### src/rtl/klk_pkg.sv
package klk_pkg;
  typedef enum logic [1:0] {
    ACC_NONE    = 2'd0,
    ACC_KEY_WR  = 2'd1,
    ACC_FOREIGN = 2'd2
  } acc_kind_e;
endpackage

### src/rtl/klk_access_dec.sv
module klk_access_dec
  import klk_pkg::*;
#(
  parameter int ADDR_W    = 8,
  parameter int KEY_ADDR  = 'h40,
  parameter int PROT_BASE = 'h20,
  parameter int PROT_CNT  = 8
) (
  input  logic              we_i,
  input  logic              re_i,
  input  logic [ADDR_W-1:0] addr_i,
  output acc_kind_e         kind_o,
  output logic              key_rd_o,
  output logic              prot_hit_o
);
  localparam logic [ADDR_W:0] LO = (ADDR_W+1)'(PROT_BASE);
  localparam logic [ADDR_W:0] HI = (ADDR_W+1)'(PROT_BASE + PROT_CNT);

  logic key_sel, rd;
  logic [ADDR_W:0] addr_x;

  assign addr_x  = {1'b0, addr_i};
  assign key_sel = (addr_i == ADDR_W'(KEY_ADDR));
  assign rd      = re_i & ~we_i;  // write wins
  assign key_rd_o   = rd & key_sel;
  assign prot_hit_o = we_i & (addr_x >= LO) & (addr_x < HI);

  always_comb begin
    if (we_i && key_sel)  kind_o = ACC_KEY_WR;
    else if (we_i || rd)  kind_o = ACC_FOREIGN;
    else                  kind_o = ACC_NONE;
  end
endmodule

### src/rtl/klk_key_fsm.sv
module klk_key_fsm
  import klk_pkg::*;
#(
  parameter int DATA_W  = 32,
  parameter int KEY_LEN = 3,
  parameter logic [KEY_LEN*8-1:0] KEY = 24'h591688
) (
  input  logic              clk_i,
  input  logic              rst_ni,
  input  acc_kind_e         kind_i,
  input  logic [DATA_W-1:0] wdata_i,
  output logic              open_o
);
  localparam int STEP_W = (KEY_LEN > 1) ? $clog2(KEY_LEN) : 1;
  localparam logic [STEP_W-1:0] LAST = STEP_W'(KEY_LEN - 1);

  logic [DATA_W-1:0] key_word [KEY_LEN];
  for (genvar i = 0; i < KEY_LEN; i++) begin : g_key
    assign key_word[i] = DATA_W'(KEY[(KEY_LEN-1-i)*8 +: 8]);
  end

  logic [STEP_W-1:0] step_q, step_d;
  logic              open_q, open_d;
  logic [DATA_W-1:0] expect_w;

  assign expect_w = key_word[step_q];

  always_comb begin
    step_d = step_q;
    open_d = open_q;
    if (open_q) begin
      if (kind_i == ACC_KEY_WR) open_d = 1'b0;
      step_d = '0;
    end else begin
      unique case (kind_i)
        ACC_KEY_WR: begin
          if (wdata_i == expect_w) begin
            if (step_q == LAST) begin
              open_d = 1'b1;
              step_d = '0;
            end else begin
              step_d = step_q + STEP_W'(1);
            end
          end else if (wdata_i == key_word[0]) begin
            step_d = STEP_W'(1);  // restart
          end else begin
            step_d = '0;
          end
        end
        ACC_FOREIGN: step_d = '0;
        default:     step_d = step_q;
      endcase
    end
  end

  always_ff @(posedge clk_i or negedge rst_ni) begin
    if (!rst_ni) begin
      step_q <= '0;
      open_q <= 1'b0;
    end else begin
      step_q <= step_d;
      open_q <= open_d;
    end
  end

  assign open_o = open_q;
endmodule

### src/rtl/klk_prot_gate.sv
module klk_prot_gate #(
  parameter int DATA_W = 32
) (
  input  logic              open_i,
  input  logic              key_rd_i,
  input  logic              prot_hit_i,
  output logic [DATA_W-1:0] rdata_o,
  output logic              prot_we_o
);
  assign rdata_o   = key_rd_i ? DATA_W'(open_i) : '0;
  assign prot_we_o = prot_hit_i & open_i;
endmodule

### src/rtl/key_unlock_seq.sv
module key_unlock_seq
  import klk_pkg::*;
#(
  parameter int ADDR_W    = 8,
  parameter int DATA_W    = 32,
  parameter int KEY_ADDR  = 'h40,
  parameter int PROT_BASE = 'h20,
  parameter int PROT_CNT  = 8,
  parameter int KEY_LEN   = 3,
  parameter logic [KEY_LEN*8-1:0] KEY = 24'h591688
) (
  input  logic              clk_i,
  input  logic              rst_ni,
  input  logic              bus_we_i,
  input  logic              bus_re_i,
  input  logic [ADDR_W-1:0] bus_addr_i,
  input  logic [DATA_W-1:0] bus_wdata_i,
  output logic [DATA_W-1:0] bus_rdata_o,
  output logic              unlocked_o,
  output logic              prot_we_o
);
  acc_kind_e kind;
  logic      key_rd, prot_hit, open;

  klk_access_dec #(
    .ADDR_W(ADDR_W), .KEY_ADDR(KEY_ADDR),
    .PROT_BASE(PROT_BASE), .PROT_CNT(PROT_CNT)
  ) u_dec (
    .we_i(bus_we_i), .re_i(bus_re_i), .addr_i(bus_addr_i),
    .kind_o(kind), .key_rd_o(key_rd), .prot_hit_o(prot_hit)
  );

  klk_key_fsm #(
    .DATA_W(DATA_W), .KEY_LEN(KEY_LEN), .KEY(KEY)
  ) u_fsm (
    .clk_i(clk_i), .rst_ni(rst_ni), .kind_i(kind),
    .wdata_i(bus_wdata_i), .open_o(open)
  );

  klk_prot_gate #(.DATA_W(DATA_W)) u_gate (
    .open_i(open), .key_rd_i(key_rd), .prot_hit_i(prot_hit),
    .rdata_o(bus_rdata_o), .prot_we_o(prot_we_o)
  );

  assign unlocked_o = open;
endmodule

### config.mk
export PLATFORM = sky130hd
export DESIGN_NAME = key_unlock_seq
export DESIGN_NICKNAME = d
export VERILOG_FILES = /design/src/rtl/klk_pkg.sv /design/src/rtl/klk_access_dec.sv /design/src/rtl/klk_key_fsm.sv /design/src/rtl/klk_prot_gate.sv /design/src/rtl/key_unlock_seq.sv
export SDC_FILE = /design/constraint.sdc
export NUM_CORES = 1
export LEC_CHECK = 0
export ABC_AREA = 1
export BUFFER_PORTS_ARGS = -buffer_cell sky130_fd_sc_hd__buf_2
export CORE_MARGIN = 4
export CORE_UTILIZATION = 38
export DETAILED_ROUTE_END_ITERATION = 8
export MAX_ROUTING_LAYER = met4
export PLACE_DENSITY = 0.86
export SYNTH_ARGS = -nofsm -noshare
export SYNTH_HDL_FRONTEND = slang
export SYNTH_HIERARCHICAL = 1
export SYNTH_SLANG_ARGS = --single-unit
### constraint.sdc
create_clock -name clk_i -period 3.6 [get_ports clk_i]
set_clock_uncertainty 0.2 [all_clocks]
set_input_delay 0.36 -clock clk_i [delete_from_list [all_inputs] [get_ports clk_i]]
set_output_delay 0.36 -clock clk_i [all_outputs]
set_load 0.05 [all_outputs]
==> Word level (Yosys, flattened, before mapping) <==
Index checks and enable logic that the tools add are counted.
{ "classes": {"n_lt_le_gt_ge": 3, "n_eq_ne": 6, "n_bitwise": 7, "addsub": 1, "n_div": 0, "n_shift": 0, "multipliers": 0, "mux": 16, "reduce_logical": 3} }
{ "op_table": {"columns": ["cell", "count"], "rows": [
  ["$bmux 32 s2", 1],
  ["$mux 32", 2],
  ["$eq 32x32->1", 1],
  ["$eq 32x7->1 const B", 1],
  ["$mux 2", 5],
  ["$eq 8x7->1 const B", 1],
  ["$ge 8x6->1 const B", 1],
  ["$lt 8x6->1 const B", 1],
  ["$mux 1", 7],
  ["$and 1x1->1", 5],
  ["$eq 2x2->1 const B", 2],
  ["$pmux 2 s2", 1],
  ["$ge 3x3->1 const B", 1],
  ["$not 2->3", 1],
  ["$reduce_bool 3->1", 1],
  ["$add 2x1->2 const B", 1],
  ["$eq 2x1->1 const B", 1],
  ["$logic_and 1x1->1", 1],
  ["$logic_or 1x1->1", 1],
  ["$not 1->1", 1]
]} }
{ "totals": {"in_bits": 44, "latchBits": 0, "mem_count": 0, "rom_bits": 0, "regBits": 3, "ramBits": 0, "out_inout_bits": 34, "word_cells": 38} }

==> Logic depth before layout (Yosys ltp) <==
{ "logic_depth": {"word_depth": 8, "depth_mapped": 13} }

==> Modules after synthesis <==
The synthesis kept the hierarchy.
{ "modules_own_cells": {"columns": ["mod", "n_inst", "area_per_inst_um2", "cells_per_inst"], "rows": [
  ["klk_key_fsm", 1, 404.1, 78],
  ["klk_prot_gate", 1, 251.5, 36],
  ["klk_access_dec", 1, 87.6, 23]
]} }

==> Worst setup path after synthesis <==
No wires, ideal clock.
{ "synth_timing": {"path_kind": "flip-flop to output port", "startpoint": "register u_fsm.open_q (netlist: u_fsm/open_o)", "endpoint": "output port bus_rdata_o[0]", "path_stages_with_launch": 3, "arrival_time_ns": 1.085, "slack_ns": 1.955, "cell_sequence": "dfrtp_1 -> nand2_1 -> inv_1"} }
{ "synth_between": {"elab_chain_cells": 1} }
{ "synth_lines": {"columns": ["element", "line_no", "rtl"], "rows": [
  ["start, declared", "klk_key_fsm.sv:23", "logic open_q, open_d;"],
  ["start signal, assigned", "klk_key_fsm.sv:62", "open_q <= open_d;"],
  ["$mux 1", "klk_prot_gate.sv:10", "assign rdata_o = key_rd_i ? DATA_W'(open_i) : '0;"],
  ["end, declared", "key_unlock_seq.sv:18", "output logic [DATA_W-1:0] bus_rdata_o,"]
]} }
No other way between the ends.

==> Worst setup path in the final report <==
{ "layout_timing": {"startpoint": "input port bus_addr_i[3]", "endpoint": "output port bus_rdata_o[0]"} }
{ "layout_between": {"elab_chain_cells": 3} }
{ "layout_lines": {"columns": ["element", "line_no", "rtl"], "rows": [
  ["start, declared", "key_unlock_seq.sv:16", "input logic [ADDR_W-1:0] bus_addr_i,"],
  ["$eq 8x7->1", "klk_access_dec.sv:23", "assign key_sel = (addr_i == ADDR_W'(KEY_ADDR));"],
  ["$and 1x1->1", "klk_access_dec.sv:25", "assign key_rd_o = rd & key_sel;"],
  ["named net key_rd", "key_unlock_seq.sv:23", "logic key_rd, prot_hit, open;"],
  ["$mux 1", "klk_prot_gate.sv:10", null]
]} }
The timed path passes the listed nets, and every way through them passes these cells.

==> results.md <==
* number of hold violations in the final report: 0
* number of optimization iterations in the first detailed-route pass: 5
* Hold Crit Class: primary input to async pin
* buffer levels on the longest clock path: 2
* signal arrival time at the worst endpoint: 1.22 ns
* average wire per cell in the routed design: 7.87 microns
* vias in the first global route: 618
* number of antenna violations at the first check in global routing: 0
* crit start category: primary input
* number of buffer cells added on primary ports: 46
* Worst-Skew Late Latency: 0.23 ns
* global-route wire length before repair: 2230 microns
* Power Density: 224 mW/mm^2
* worst path buffer plus inverter count: 4
* TritonCTS clock tree: done
* sink count of the clock tree: 3
* Initial Utilization: 41.7%
* CP required: 3.04 ns
* Synth Area per Inst: 5.42 sq um
* critical path class: primary input to output pin
* most prevalent standard cell on the critical path: sky130_fd_sc_hd__nand2_1
* number of CTS-inserted buffers: 3
* synthesized netlist cell count: 137
* critical path capture point type: output pin
* Max Slew Vio Count: 0
* number of top-level pins: 78
* total congestion overflow: 0
* largest net degree at the start of global routing: 8
* slowest cell on the critical path: sky130_fd_sc_hd__buf_2
* total routing resource utilization after global routing: 10.6%
* Synth Register Bits: 3
* highest attainable clock frequency: 562 MHz
* Layout Cells excl Fill: 211
* outcome: complete, no violations
* vias post-DR: 833
* Final min period: 1.78 ns
* number of DRC markers in iteration 0: 9
* n_diodes: 0
* highest fanout seen on the critical path: 3
* commonest cells after routing, fill and taps aside: sky130_fd_sc_hd__buf_2 (46), sky130_fd_sc_hd__nand2_1 (37), sky130_fd_sc_hd__conb_1 (31)
* fraction of final layout cells with drive strength greater than 1: 30.1%
* Lkg Pwr: 0.579 nW
* detailed placement HPWL: 1420 microns
* post-synthesis instance area: 743 sq um
* Worst VDD drop: 78.7 uV
* number of remaining DRC errors: 0
* RSZ-0062 raised after global routing: no
* sum of negative setup slack: 0 ns
* cell count after placement: 206
* Layout Nets: 231
* maxcap violations: 0
* Core Area: 0.00178 sq mm
* horizontal die dimension: 52.2 microns
* aggregate routed wire length: 1660 microns
* total power of the final layout: 0.000204 W
* post-cts repair resize count: 0
* warning count from the yosys run: 6
* post-detailed-route count of antenna-violating nets: 0
* kind of cell adding the most delay to the critical path: buffers and inverters
* maximum cell stage delay along the critical path: 0.25 ns
* total number of H-tree levels: 1
* portion of the post-synthesis area used by sequential elements: 10.1%
* root buffer cell: sky130_fd_sc_hd__clkbuf_4
* post-detailed-route via-to-cell ratio: 3.95
* most common library cell in the layout ignoring fill and taps: sky130_fd_sc_hd__buf_2
* CP cell instances: buf_2 > inv_1 > nand2_1 > nor2_1 > nand2_1 > nor2_1 > nand2_1 > inv_1 > buf_2
* total die area: 0.00273 sq mm
* area growth from synthesis to final layout: 22.4%
* number of rows created at floorplan: 15
* portion of the clock cycle consumed by the worst path in the final layout: 49.4%
* number of distinct standard cells referenced by the synthesized netlist: 17
* height of the chip: 52.2 microns
* weighted congestion at the end of routability-driven global placement: 0.790
* total setup violations reported at the end of the flow: 0
* clock transition time at the flip-flop clock pins of the worst setup and hold paths: 0.04 ns
-- layout make-up --
| cell class | count | area, sq um |
|---|---|---|
| multi-input cells | 115 | 473 |
| inverters | 17 | 63.8 |
| clock buffers | 4 | 26.3 |
| repair buffers | 47 | 240 |
| fillers | 186 | 873 |
| flip-flops and latches | 3 | 75.1 |
| well taps | 25 | 31.3 |
-- cell usage after synthesis --
library cell,instances,share of area (%)
sky130_fd_sc_hd__nand2_1,37,19
sky130_fd_sc_hd__nor3b_1,1,1.0
sky130_fd_sc_hd__o21ai_0,1,0.67
sky130_fd_sc_hd__inv_2,2,1.0
sky130_fd_sc_hd__nor2_1,29,15
sky130_fd_sc_hd__inv_1,15,7.6
sky130_fd_sc_hd__buf_4,31,31
sky130_fd_sc_hd__xor2_1,1,1.2
sky130_fd_sc_hd__nor3_1,1,0.67
sky130_fd_sc_hd__buf_6,1,1.5
sky130_fd_sc_hd__nand3_1,8,5.4
sky130_fd_sc_hd__nor2_2,3,2.5
sky130_fd_sc_hd__nand3_2,1,1.3
sky130_fd_sc_hd__nand3b_1,1,1.0
sky130_fd_sc_hd__conb_1,1,0.50
sky130_fd_sc_hd__nand2_2,1,0.84
sky130_fd_sc_hd__dfrtp_1,3,10
-- state kept, by name, summed over array words and instances (netlist names) --
register and count:
u_fsm/step_q 2, u_fsm/open_o 1
-- kinds of logic after synthesis --
group           after synthesis  share of synthesized area [%]
compound gates                1                          0.673
xor+xnor                      1                           1.18
buf+inv                      49                           41.4
flops                         3                           10.1
other cells                   1                          0.505
simple gates                 82                           46.1
-- metal layers --
| layer | global-route usage, % | wire [microns] | up-vias |
|---|---|---|---|
| li1 | - | - | 441 |
| met1 | 12.8 | 575 | 349 |
| met2 | 18.2 | 859 | 43 |
| met3 | 0.570 | 225 | 0 |
| met4 | 5.11 | 0 | 0 |
| met5 | - | 0 | - |
-- power by group --
group                   switching, W  total (W)  internal, W
Clock                      0.0000164  0.0000579    0.0000415
Sequential     0.0000000000000000243  0.0000339    0.0000339
Combinational              0.0000884   0.000112    0.0000236
Total                       0.000105   0.000204    0.0000990
-- path summary, 6_finish.rpt --
check	endpoint	cells after the start	slack, ns	from
hold / removal	u_fsm/open_o	2	0.27	rst_ni
setup / recovery	bus_rdata_o[0]	9	1.82	bus_addr_i[3]
hold reg to reg	u_fsm/open_o	2	0.39	u_fsm/open_o
setup reg to reg	u_fsm/open_o	9	2.22	u_fsm/step_q[1]
min in group clk_i	u_fsm/step_q[0]	6	0.32	bus_wdata_i[5]
max in group asynchronous	u_fsm/step_q[0]	2	2.83	rst_ni
-- timing repair --
item                                    CTS  global route
setup buffers                             0             0
endpoints found under the hold margin     3             0
endpoints found under the setup margin    0             0
hold buffers                              1             0
-- metrics by stage --
| stage | worst slack, ns | hold slack (ns) | utilization [%] | instance area [sq um] |
|---|---|---|---|---|
| 3_3_place_gp | 1.87 | -0.0453 | 49.0 | 873 |
| 4_1_cts | 1.86 | 0.267 | 51.0 | 910 |
| 6_report | 1.82 | 0.268 | 51.0 | 910 |
| 2_1_floorplan | 1.95 | -0.136 | - | 856 |
| 5_1_grt | 1.74 | 0.273 | 51.0 | 910 |
| 3_5_place_dp | 1.86 | -0.0440 | 49.0 | 873 |
-- worst reg2reg max path: stages (launching register included) --
cell	delay (ns)
sky130_fd_sc_hd__dfrtp_1	0.44
sky130_fd_sc_hd__inv_2	0.11
sky130_fd_sc_hd__nand2_1	0.08
sky130_fd_sc_hd__nand2_1	0.07
sky130_fd_sc_hd__nand2_1	0.05
sky130_fd_sc_hd__inv_1	0.05
sky130_fd_sc_hd__nand3_2	0.06
sky130_fd_sc_hd__nor2_2	0.11
sky130_fd_sc_hd__nand3_1	0.08
sky130_fd_sc_hd__nand2_1	0.06
No activity file was read; power rests on OpenSTA's default activity.
